[src/rtl/dbg_uart_pkg.sv]
package dbg_uart_pkg;

    typedef enum logic [2:0] {
        ST_IDLE,
        ST_START,
        ST_DATA,
        ST_STOP,
        ST_ACK
    } tx_state_e;

endpackage

[src/rtl/dbg_uart_baud.sv]
// Bit-period timer: counts while a character is on the line, pulses at the
// last cycle of each bit period, held at zero otherwise.
module dbg_uart_baud #(
    parameter int CLK_DIV = 868
) (
    input  logic clk,
    input  logic rst_n,
    input  logic run,
    output logic tick
);
    localparam int CNT_W = (CLK_DIV > 1) ? $clog2(CLK_DIV) : 1;
    localparam logic [CNT_W-1:0] LAST = CNT_W'(CLK_DIV - 1);

    logic [CNT_W-1:0] cnt_q;

    always_ff @(posedge clk or negedge rst_n) begin
        if (!rst_n) begin
            cnt_q <= '0;
        end else if (!run || cnt_q == LAST) begin
            cnt_q <= '0;
        end else begin
            cnt_q <= cnt_q + 1'b1;
        end
    end

    assign tick = run && (cnt_q == LAST);

endmodule

[src/rtl/dbg_uart_shreg.sv]
// Character shift register: parallel load, shifts toward bit 0, fills with ones.
module dbg_uart_shreg #(
    parameter int DATA_BITS = 8
) (
    input  logic                 clk,
    input  logic                 rst_n,
    input  logic                 load,
    input  logic                 shift,
    input  logic [DATA_BITS-1:0] din,
    output logic                 lsb
);
    logic [DATA_BITS-1:0] sh_q;

    always_ff @(posedge clk or negedge rst_n) begin
        if (!rst_n) begin
            sh_q <= '1;
        end else if (load) begin
            sh_q <= din;
        end else if (shift) begin
            sh_q <= {1'b1, sh_q[DATA_BITS-1:1]};
        end
    end

    assign lsb = sh_q[0];

endmodule

[src/rtl/dbg_uart_ctrl.sv]
// Character sequencer: start, data bits, stop, one acknowledge cycle.
module dbg_uart_ctrl
    import dbg_uart_pkg::*;
#(
    parameter int DATA_BITS = 8
) (
    input  logic      clk,
    input  logic      rst_n,
    input  logic      wr_req,
    input  logic      tick,
    input  logic      data_lsb,
    output tx_state_e st,
    output logic      accept,
    output logic      shift,
    output logic      run,
    output logic      line,
    output logic      done
);
    localparam int IDX_W = (DATA_BITS > 1) ? $clog2(DATA_BITS) : 1;
    localparam logic [IDX_W-1:0] IDX_LAST = IDX_W'(DATA_BITS - 1);

    tx_state_e st_q, st_d;
    logic [IDX_W-1:0] idx_q;

    // state register
    always_ff @(posedge clk or negedge rst_n) begin
        if (!rst_n) begin
            st_q <= ST_IDLE;
        end else begin
            st_q <= st_d;
        end
    end

    // data bit index
    always_ff @(posedge clk or negedge rst_n) begin
        if (!rst_n) begin
            idx_q <= '0;
        end else if (st_q != ST_DATA) begin
            idx_q <= '0;
        end else if (tick) begin
            idx_q <= idx_q + 1'b1;
        end
    end

    // next state
    always_comb begin
        st_d = st_q;
        unique case (st_q)
            ST_IDLE:  if (wr_req) st_d = ST_START;
            ST_START: if (tick) st_d = ST_DATA;
            ST_DATA:  if (tick && idx_q == IDX_LAST) st_d = ST_STOP;
            ST_STOP:  if (tick) st_d = ST_ACK;
            ST_ACK:   st_d = ST_IDLE;
            default:  st_d = ST_IDLE;
        endcase
    end

    // outputs
    always_comb begin
        accept = 1'b0;
        shift  = 1'b0;
        run    = 1'b0;
        line   = 1'b1;
        done   = 1'b0;
        unique case (st_q)
            ST_IDLE: begin
                accept = wr_req;
            end
            ST_START: begin
                run  = 1'b1;
                line = 1'b0;
            end
            ST_DATA: begin
                run   = 1'b1;
                line  = data_lsb;
                shift = tick;
            end
            ST_STOP: begin
                run = 1'b1;
            end
            ST_ACK: begin
                done = 1'b1;
            end
            default: begin
                line = 1'b1;
            end
        endcase
    end

    assign st = st_q;

endmodule

[src/rtl/dbg_uart_tx.sv]
module dbg_uart_tx
    import dbg_uart_pkg::*;
#(
    parameter int CLK_DIV   = 868,
    parameter int DATA_BITS = 8,
    parameter int BUS_W     = 32,
    parameter bit HOLD_ACK  = 1'b1
) (
    input  logic               clk,
    input  logic               rst_n,
    input  logic               bus_valid,
    input  logic [BUS_W/8-1:0] bus_wstrb,
    input  logic [BUS_W-1:0]   bus_wdata,
    output logic               bus_ready,
    output logic [BUS_W-1:0]   bus_rdata,
    output logic               tx_out,
    output logic               tx_done
);
    tx_state_e st_q;
    logic      wr_req, rd_req;
    logic      accept, shift, run, bit_tick, data_lsb, done;
    logic      rd_ack_q, wr_ack;
    logic      unused_hi;

    assign wr_req    = bus_valid && (|bus_wstrb);
    assign rd_req    = bus_valid && !(|bus_wstrb);
    assign unused_hi = ^bus_wdata[BUS_W-1:DATA_BITS];

    dbg_uart_baud #(.CLK_DIV(CLK_DIV)) u_baud (
        .clk   (clk),
        .rst_n (rst_n),
        .run   (run),
        .tick  (bit_tick)
    );

    dbg_uart_shreg #(.DATA_BITS(DATA_BITS)) u_shreg (
        .clk   (clk),
        .rst_n (rst_n),
        .load  (accept),
        .shift (shift),
        .din   (bus_wdata[DATA_BITS-1:0]),
        .lsb   (data_lsb)
    );

    dbg_uart_ctrl #(.DATA_BITS(DATA_BITS)) u_ctrl (
        .clk      (clk),
        .rst_n    (rst_n),
        .wr_req   (wr_req),
        .tick     (bit_tick),
        .data_lsb (data_lsb),
        .st       (st_q),
        .accept   (accept),
        .shift    (shift),
        .run      (run),
        .line     (tx_out),
        .done     (done)
    );

    // read acknowledge: one cycle, independent of the character in flight
    always_ff @(posedge clk or negedge rst_n) begin
        if (!rst_n) begin
            rd_ack_q <= 1'b0;
        end else begin
            rd_ack_q <= rd_req && !rd_ack_q;
        end
    end

    generate
        if (HOLD_ACK) begin : g_hold
            assign wr_ack = done;
        end else begin : g_posted
            logic wr_ack_q;
            always_ff @(posedge clk or negedge rst_n) begin
                if (!rst_n) begin
                    wr_ack_q <= 1'b0;
                end else begin
                    wr_ack_q <= accept;
                end
            end
            assign wr_ack = wr_ack_q;
        end
    endgenerate

    assign bus_ready = wr_ack || rd_ack_q;
    assign bus_rdata = '0;
    assign tx_done   = done;

endmodule

[config.mk]
export PLATFORM = sky130hd
export DESIGN_NAME = dbg_uart_tx
export DESIGN_NICKNAME = d
export VERILOG_FILES = /design/src/rtl/dbg_uart_pkg.sv /design/src/rtl/dbg_uart_baud.sv /design/src/rtl/dbg_uart_shreg.sv /design/src/rtl/dbg_uart_ctrl.sv /design/src/rtl/dbg_uart_tx.sv
export SDC_FILE = /design/constraint.sdc
export NUM_CORES = 1
export LEC_CHECK = 0
export BUFFER_PORTS_ARGS = -buffer_cell sky130_fd_sc_hd__buf_2
export CORE_UTILIZATION = 40
export DETAILED_ROUTE_END_ITERATION = 12
export PLACE_DENSITY = 0.73
export SYNTH_ARGS = -nofsm -noshare
export SYNTH_HDL_FRONTEND = slang
export SYNTH_HIERARCHICAL = 1
export SYNTH_SLANG_ARGS = --single-unit
export TNS_END_PERCENT = 10
[constraint.sdc]
create_clock -name clk -period 4 [get_ports clk]
set_input_delay 0.8 -clock clk [delete_from_list [all_inputs] [get_ports clk]]
set_output_delay 0.8 -clock clk [all_outputs]
set_load 0.01 [all_outputs]
==> flow_metrics.tcl, run 1 <==
set metrics [dict create \
    cts_max_level 1 \
    max_freq_mhz 415 \
    finalCritPeriodShare_pct 60.3 \
    ant_nets 0 \
    cap_violations 0 \
    hp-start "rd_ack_q$_DFF_PN0_" \
    ys_warn_count 6 \
    hold_depth 1 \
    synthTopCellsByArea "dfrtp_1 (27%), buf_4 (15%), dfstp_2 (14%), mux2i_1 (5.8%), nor2_1 (3.1%)" \
    maxSlewHeadroom_pct 62.2 \
    via_per_inst 4.61 \
    dieArea_um2 4140 \
    cts_tree "built" \
    post_cts_buffers 0 \
    avgSynthCellArea_um2 9.89 \
    drt_iter0_markers 5 \
    path_delay_family "simple AND/OR/NAND/NOR gates" \
    skew_ns 0.00224 \
    synth-edff-count 0 \
    drc 0 \
    antenna_cells 0 \
    synth-simple-area-share_pct 19.7 \
    synth_ff_type "dfrtp_1" \
    num_io_pins 74 \
    setup.worst_path.class "reg2reg" \
    reg2reg_from "u_baud/cnt_q[3]$_DFF_PN0_" \
    cp_cell_sequence "or4_4 -> nor2_1 -> and4_1 -> and4bb_2 -> mux2i_1 -> o21ai_1" \
    avgRoutedWirePerCell_um 10.4 \
    gr-total-overflow 0 \
    netlist_area_um2 1550 \
    cp_slowest_cell "or4_4" \
    rsz0062_at_grt "false" \
    gp_congestion 0.728 \
    cts.hold.buffers_added 0 \
    fin_util_pct 43.1 \
    status "complete, no violations" \
    synth_seq_cells 25 \
    crit_path_start_kind "flip-flop" \
    worstPathRequired_ns 4.18 \
    hold_class "reg2reg" \
    layout-drive-gt1-share_pct 22.5 \
    syn_to_final_growth_pct 2.34 \
    async_flop_share_pct 100 \
    finalWirelength_um 2300 \
    via_count 1019 \
    synthAdderAreaFrac_pct 2.42 \
    first_pass_iters 4 \
    report.final.slew_viol_count 0 \
    cts.sinks 25 \
    die_x_um 64.3 \
    grt_start_max_net_pins 26 \
    initial_core_util_pct 42.1 \
    ys_seq_area_share_pct 40.9 \
    path_max_fanout 9 \
    setup_viol 0 \
    layout_commonest_cell "conb_1" \
    root_buffer "clkbuf_8" \
    synthCells 157 \
    tns_ns 0 \
    worstReg2RegEnd "u_shreg/sh_q[5]$_DFFE_PN1P_" \
    cellPowerDensity_nw_per_um2 393 \
    hold_viol 0 \
    slowest_delay_ns 0.56 \
    hold_end "rd_ack_q$_DFF_PN0_" \
    rr_worst_depth 6 \
    die_y_um 64.3 \
    tightest_slew_ns 0.565 \
    finalNetCount 216 \
    cts_buffers 3 \
    design.core.area_um2 3690 \
    synth_top_family_by_area "simple AND/OR/NAND/NOR gates" \
    synth_compound_area_share_pct 10.2 \
    clock_latency_ns 0.26 \
    synth_xor_area_share_pct 2.26 \
    end_kind "flip-flop" \
    crit_arrival_ns 2.59 \
    synthMuxAreaShare_pct 5.80 \
    yosys.area.top_type "dfrtp_1" \
    portBuffers 17 \
    synth_top_cell_area_share_pct 27.4 \
    period_minus_slack_ns 2.41 \
    layout_common_cells "conb_1 (32), buf_2 (17), dfrtp_1 (17)" \
    cts.clk_slew.worst_paths_ns 0.08 \
    grt_antenna_before_repair 0 \
    dpl.hpwl_um 1650 \
    path_buf_inv 0 \
    p_leak_nw 0.689 \
    synth_cell_types 41 \
    grt_pass1_vias 936 \
    grt_usage_pct 12.6 \
    vdd_drop_max_v 0.000288 \
    rows 22 \
    grt_pass1_wl_um 4060 \
    cts_resized 0 \
    regToRegSetupSlack_ns 1.59 \
    cts_buffer_depth 2 \
]
## where the power goes
group	switching (mW)	leakage, nW	total [mW]	internal, mW
Clock	0.0725	0.0228	0.144	0.0711
Combinational	0.0720	0.364	0.123	0.0506
Sequential	0.0485	0.303	0.357	0.309
## Yosys cell counts (3+ instances only)
| master | instances |
|---|---|
| dfstp_2 | 8 |
| dfrtp_1 | 17 |
| buf_6 | 3 |
| a21oi_1 | 6 |
| ha_1 | 3 |
| buf_4 | 32 |
| o21ai_0 | 4 |
| nor2_1 | 13 |
| nand2_1 | 12 |
| o21ai_1 | 7 |
| or3_1 | 3 |
| mux2i_1 | 9 |
| nand3_1 | 4 |
## final cells by class
cell class / instances / area, um2
timing repair buffer: 18 / 92.6
fill: 363 / 2100
clock buffer: 4 / 45.0
inverter: 1 / 3.75
tap: 48 / 60.1
sequential: 25 / 636
multi-input combinational: 125 / 752
## logic make-up after synthesis
family | after synthesis
compound gates | 24
xor+xnor | 4
fa+ha+maj | 3
buf+inv | 38
flops | 25
mux | 9
other cells | 1
simple gates | 53
## worst max-delay path by stage
stage | endpoint | startpoint | depth (start not counted) | slack (ns)
after global placement | u_shreg/sh_q[7]$_DFFE_PN1P_ | bus_wstrb[0] | 5 | 1.57
after floorplan | u_shreg/sh_q[7]$_DFFE_PN1P_ | bus_wstrb[0] | 6 | 1.87
after CTS | u_shreg/sh_q[5]$_DFFE_PN1P_ | u_baud/cnt_q[3]$_DFF_PN0_ | 6 | 1.55
final | u_shreg/sh_q[5]$_DFFE_PN1P_ | u_baud/cnt_q[3]$_DFF_PN0_ | 6 | 1.59
after global routing | u_shreg/sh_q[5]$_DFFE_PN1P_ | u_baud/cnt_q[3]$_DFF_PN0_ | 6 | 1.45
after detailed placement | u_shreg/sh_q[7]$_DFFE_PN1P_ | bus_wstrb[0] | 5 | 1.53
## flip-flops by register name, summed over array words and instances (netlist names)
signal        count
u_baud/cnt_q     10
rd_ack_q          1
u_ctrl/idx_q      3
u_ctrl/st         3
u_shreg/sh_q      8
## per-layer routing
| metal | up-vias | wire [um] | track usage, % |
|---|---|---|---|
| met3 | 4 | 61 | 1.61 |
| met1 | 482 | 1120 | 16.7 |
| met5 | - | 0 | 0 |
| li1 | 512 | - | - |
| met4 | 0 | 38 | 7.50 |
| met2 | 21 | 1080 | 19.6 |
## through the flow
stage               power, mW  worst slack [ns]  cell area, um2  hold WS, ns  std cells
floorplan               0.471              1.87            1670        0.413        188
global placement        0.478              1.57            1540        0.427        216
detailed placement      0.483              1.53            1540        0.428        216
CTS                     0.634              1.55            1580        0.439        220
global route            0.674              1.45            1590        0.467        221
finish                  0.624              1.59            1590        0.437        221
Power figures use the tool's default switching activity.
==> run 2, diff against run 1 <==
Settings changed: PLACE_DENSITY 0.73 to 0.75.
Clock period 4 ns to 2.07 ns, I/O delays scaled along.
==> flow_metrics.tcl, run 2 (synthesis gave the netlist of run 1 again) <==
set metrics [dict create \
    drc 0 \
    crit_arrival_ns 2.16 \
    grt_usage_pct 13.0 \
    dpl.hpwl_um 1810 \
    slowest_delay_ns 0.55 \
    cts_tree "built" \
    skew_ns 0.00322 \
    power_mw 1.29 \
    ant_nets 0 \
    registers.top_by_ff_count "u_baud/cnt_q" \
    layout-drive-gt1-share_pct 28.8 \
    cts_max_level 1 \
    tns_ns 0 \
    grt_pass1_wl_um 4210 \
    rows 22 \
    hold_class "in2async" \
    end_kind "flip-flop" \
    maxSlewHeadroom_pct 64.8 \
    dieArea_um2 4140 \
    grt_antenna_before_repair 0 \
    gp_congestion 0.724 \
    tightest_slew_ns 0.527 \
    layout_commonest_cell "conb_1" \
    fin_util_pct 45.8 \
    cts.hold.buffers_added 0 \
    finalWirelength_um 2380 \
    antenna_cells 0 \
    cts.clk_slew.worst_paths_ns 0.08 \
    first_pass_iters 4 \
    root_buffer "clkbuf_8" \
    cp_cell_sequence "or4_4 -> nor2_4 -> and4_1 -> and4bb_4 -> mux2i_2 -> o21ai_1" \
    max_freq_mhz 509 \
    grt_start_max_net_pins 26 \
    initial_core_util_pct 42.1 \
    post_cts_buffers 0 \
    grt_pass1_vias 1007 \
    cts.sinks 25 \
    startpoint "u_baud/cnt_q[7]$_DFF_PN0_" \
    die_y_um 64.3 \
    finalNetCount 227 \
    setup_viol 0 \
    crit_path_start_kind "flip-flop" \
    num_io_pins 74 \
    die_x_um 64.3 \
    rr_worst_depth 6 \
    syn_to_final_growth_pct 8.70 \
    report.final.slew_viol_count 0 \
    worstPathRequired_ns 2.27 \
    design.core.area_um2 3690 \
    avgRoutedWirePerCell_um 10.3 \
    setup.worst_path.class "reg2reg" \
    cts_buffer_depth 2 \
    period_minus_slack_ns 1.96 \
    layout_common_cells "conb_1 (32), buf_2 (17), dfrtp_1 (17)" \
    path_max_fanout 8 \
    hold_viol 0 \
    portBuffers 17 \
    path_buf_inv 0 \
    regToRegSetupSlack_ns 0.11 \
    path_delay_family "simple AND/OR/NAND/NOR gates" \
    drt_iter0_markers 23 \
    cellPowerDensity_nw_per_um2 763 \
    vdd_drop_max_v 0.000546 \
    gr-total-overflow 0 \
    p_leak_nw 0.748 \
    largest_reg_flops 10 \
    rsz0062_at_grt "false" \
    reg.largest.list "u_baud/cnt_q (10), u_shreg/sh_q (8)" \
    reg2reg_from "u_baud/cnt_q[7]$_DFF_PN0_" \
    cts_buffers 3 \
    cap_violations 0 \
    crit_cells 6 \
    cp_slowest_cell "or4_4" \
    via_per_inst 4.59 \
    finalCritPeriodShare_pct 94.8 \
    status "complete, no violations" \
    clock_latency_ns 0.27 \
    via_count 1066 \
    cts_resized 0 \
    worstReg2RegEnd "u_shreg/sh_q[1]$_DFFE_PN1P_" \
    crit_end "u_shreg/sh_q[1]$_DFFE_PN1P_" \
]
run 2: cell type report:
cell class	instances	area [um2]
fillers	365	2000
multi-input cells	125	767
flip-flops and latches	25	636
repair buffers	29	175
well taps	48	60.1
clock buffers	3	41.3
clock inverters	1	5.00
inverters	1	3.75
run 2: how the worst min path moves through the flow:
stage	from	endpoint	slack, ns	depth (start not counted)
after floorplan	rst_n	rd_ack_q$_DFF_PN0_	0.12	0
final	rst_n	u_baud/cnt_q[8]$_DFF_PN0_	0.12	1
after detailed placement	rst_n	u_baud/cnt_q[8]$_DFF_PN0_	0.43	1
after global placement	rst_n	u_baud/cnt_q[8]$_DFF_PN0_	0.43	1
after CTS	rst_n	u_ctrl/st[2]$_DFFE_PN0P_	0.13	1
after global routing	rst_n	u_ctrl/st[2]$_DFFE_PN0P_	0.15	1
run 2: metal layers:
metal	part of all wire (%)	vias to the layer above	GRT usage, %	wire [um]
li1	-	533	-	-
met1	47	512	15.5	1110
met2	49	17	22.8	1170
met3	2.3	4	1.79	54
met4	1.7	0	5.83	41
met5	0	-	0	0
run 2: metrics by stage:
stage               hold WS (ns)  area, um2  worst slack (ns)  instances
CTS                        0.134       1680            0.0259        232
global route               0.152       1690           0.00448        232
floorplan                  0.118       1670           0.00876        188
detailed placement         0.426       1630            0.0315        228
global placement           0.427       1630            0.0589        228
finish                     0.118       1690             0.107        232
run 2: power by group:
group	total, mW	internal (mW)	switching [mW]	leakage (nW)
logic	0.334	0.154	0.180	0.420
clock network	0.282	0.134	0.147	0.0255
registers	0.672	0.597	0.0746	0.303
==> run 3, diff against run 2 <==
Settings changed: RECOVER_POWER set to 100.
==> flow_metrics.tcl, run 3 (synthesis gave the netlist of run 1 again) <==
set metrics [dict create \
    initial_core_util_pct 42.1 \
    regToRegSetupSlack_ns 0.11 \
    die_x_um 64.3 \
    cts_buffer_depth 2 \
    layout_commonest_cell "conb_1" \
    report.final.slew_viol_count 0 \
    rows 22 \
    via_per_inst 4.61 \
    status "complete, no violations" \
    period_minus_slack_ns 1.96 \
    switching_share_pct 31.2 \
    max_freq_mhz 510 \
    layout_common_cells "conb_1 (32), dfrtp_1 (17), buf_2 (15)" \
    hold_class "in2reg" \
    finalCritPeriodShare_pct 94.8 \
    clkPwrFrac_pct 22.2 \
    cellPowerDensity_nw_per_um2 764 \
    drc 0 \
    internal-power_mw 0.870 \
    clock_latency_ns 0.26 \
    layout-drive-gt1-share_pct 25.0 \
    registers.top_by_ff_count "u_baud/cnt_q" \
    largest_reg_flops 10 \
    switchingPower_mw 0.395 \
    reg.largest.list "u_baud/cnt_q (10), u_shreg/sh_q (8)" \
    pwr-share-comb_pct 24.7 \
    cap_violations 0 \
    drt_iter0_markers 19 \
    antenna_cells 0 \
    cts_max_level 1 \
    rsz0062_at_grt "false" \
    design.core.area_um2 3690 \
    via_count 1070 \
    path_max_fanout 8 \
    power_mw 1.27 \
    gp_congestion 0.724 \
    p_leak_nw 0.725 \
    worstReg2RegEnd "u_shreg/sh_q[1]$_DFFE_PN1P_" \
    end_kind "flip-flop" \
    cts.sinks 25 \
    grt_antenna_before_repair 0 \
    cts.clk_slew.worst_paths_ns 0.08 \
    grt_usage_pct 13.0 \
    dpl.hpwl_um 1810 \
    startpoint "u_baud/cnt_q[7]$_DFF_PN0_" \
    num_io_pins 74 \
    place_inst 228 \
    skew_ns 0.00335 \
    crit_path_start_kind "flip-flop" \
    gr-total-overflow 0 \
    tns_ns 0 \
    ant_nets 0 \
    rr_worst_depth 6 \
    reg2reg_from "u_baud/cnt_q[7]$_DFF_PN0_" \
    first_pass_iters 4 \
    cts_tree "built" \
    grt_start_max_net_pins 26 \
    crit_arrival_ns 2.16 \
    final_cells 232 \
    vdd_drop_max_v 0.000578 \
    dieArea_um2 4140 \
    tightest_slew_ns 1.26 \
    grt_pass1_vias 1007 \
    syn_to_final_growth_pct 6.69 \
    grt_pass1_wl_um 4210 \
    setup_viol 0 \
    finalNetCount 227 \
    setup.worst_path.class "reg2reg" \
    root_buffer "clkbuf_8" \
    avgRoutedWirePerCell_um 10.3 \
    hold_viol 0 \
    portBuffers 17 \
    sequentialPowerShare_pct 53.1 \
    finalWirelength_um 2380 \
    die_y_um 64.3 \
    post_cts_buffers 0 \
    worstPathRequired_ns 2.27 \
    cts_buffers 3 \
    crit_end "u_shreg/sh_q[1]$_DFFE_PN1P_" \
    maxSlewHeadroom_pct 16.2 \
]
## run 3: layout make-up
| type | count | area (um2) |
|---|---|---|
| fillers | 374 | 2030 |
| multi-input cells | 125 | 753 |
| flip-flops and latches | 25 | 636 |
| repair buffers | 29 | 158 |
| well taps | 48 | 60.1 |
| clock buffers | 3 | 41.3 |
| clock inverters | 1 | 5.00 |
| inverters | 1 | 3.75 |
## run 3: worst min path at each step
| stage | start | end | slack (ns) | depth (start not counted) |
|---|---|---|---|---|
| after detailed placement | rst_n | u_baud/cnt_q[8]$_DFF_PN0_ | 0.43 | 1 |
| after global placement | rst_n | u_baud/cnt_q[8]$_DFF_PN0_ | 0.43 | 1 |
| final | bus_wdata[1] | u_shreg/sh_q[1]$_DFFE_PN1P_ | 0.34 | 3 |
| after global routing | bus_wdata[6] | u_shreg/sh_q[6]$_DFFE_PN1P_ | 0.34 | 3 |
| after floorplan | rst_n | rd_ack_q$_DFF_PN0_ | 0.12 | 0 |
| after CTS | rst_n | u_ctrl/st[2]$_DFFE_PN0P_ | 0.13 | 1 |
## run 3: timing repair
item	in CTS	in global routing
endpoints found under the setup margin	0	7
hold endpoints to repair	0	0
gates resized for setup	0	3
hold buffers	0	0
## run 3: power groups by stage
stage,registers (mW),logic (mW),clock network [mW]
2_1_floorplan,0.676,0.235,0
3_3_place_gp,0.676,0.318,0
3_5_place_dp,0.679,0.325,0
4_1_cts,0.670,0.330,0.291
5_1_grt,0.689,0.354,0.316
6_report,0.672,0.313,0.281
## run 3: layer usage
layer | GRT usage, % | wire (um) | vias up | share of wire [%]
li1 | - | - | 533 | -
met5 | 0 | 0 | - | 0
met2 | 22.8 | 1200 | 17 | 50
met4 | 5.83 | 41 | 0 | 1.7
met3 | 1.79 | 54 | 4 | 2.3
met1 | 15.5 | 1090 | 516 | 46
## run 3: stage by stage
step | setup WS [ns] | cell area (um2) | hold WS [ns] | util, %
after floorplan | 0.00876 | 1670 | 0.118 | -
after global placement | 0.0589 | 1630 | 0.427 | 44.2
after detailed placement | 0.0315 | 1630 | 0.426 | 44.2
after CTS | 0.0259 | 1680 | 0.134 | 45.4
after global routing | 0.00648 | 1660 | 0.342 | 44.9
final | 0.108 | 1660 | 0.341 | 44.9
## run 3: critical path: stages (launching register included)
cell      delay [ns]
dfrtp_1         0.38
or4_4           0.55
nor2_4          0.10
and4_1          0.20
and4bb_4        0.35
mux2i_2         0.24
o21ai_1         0.07
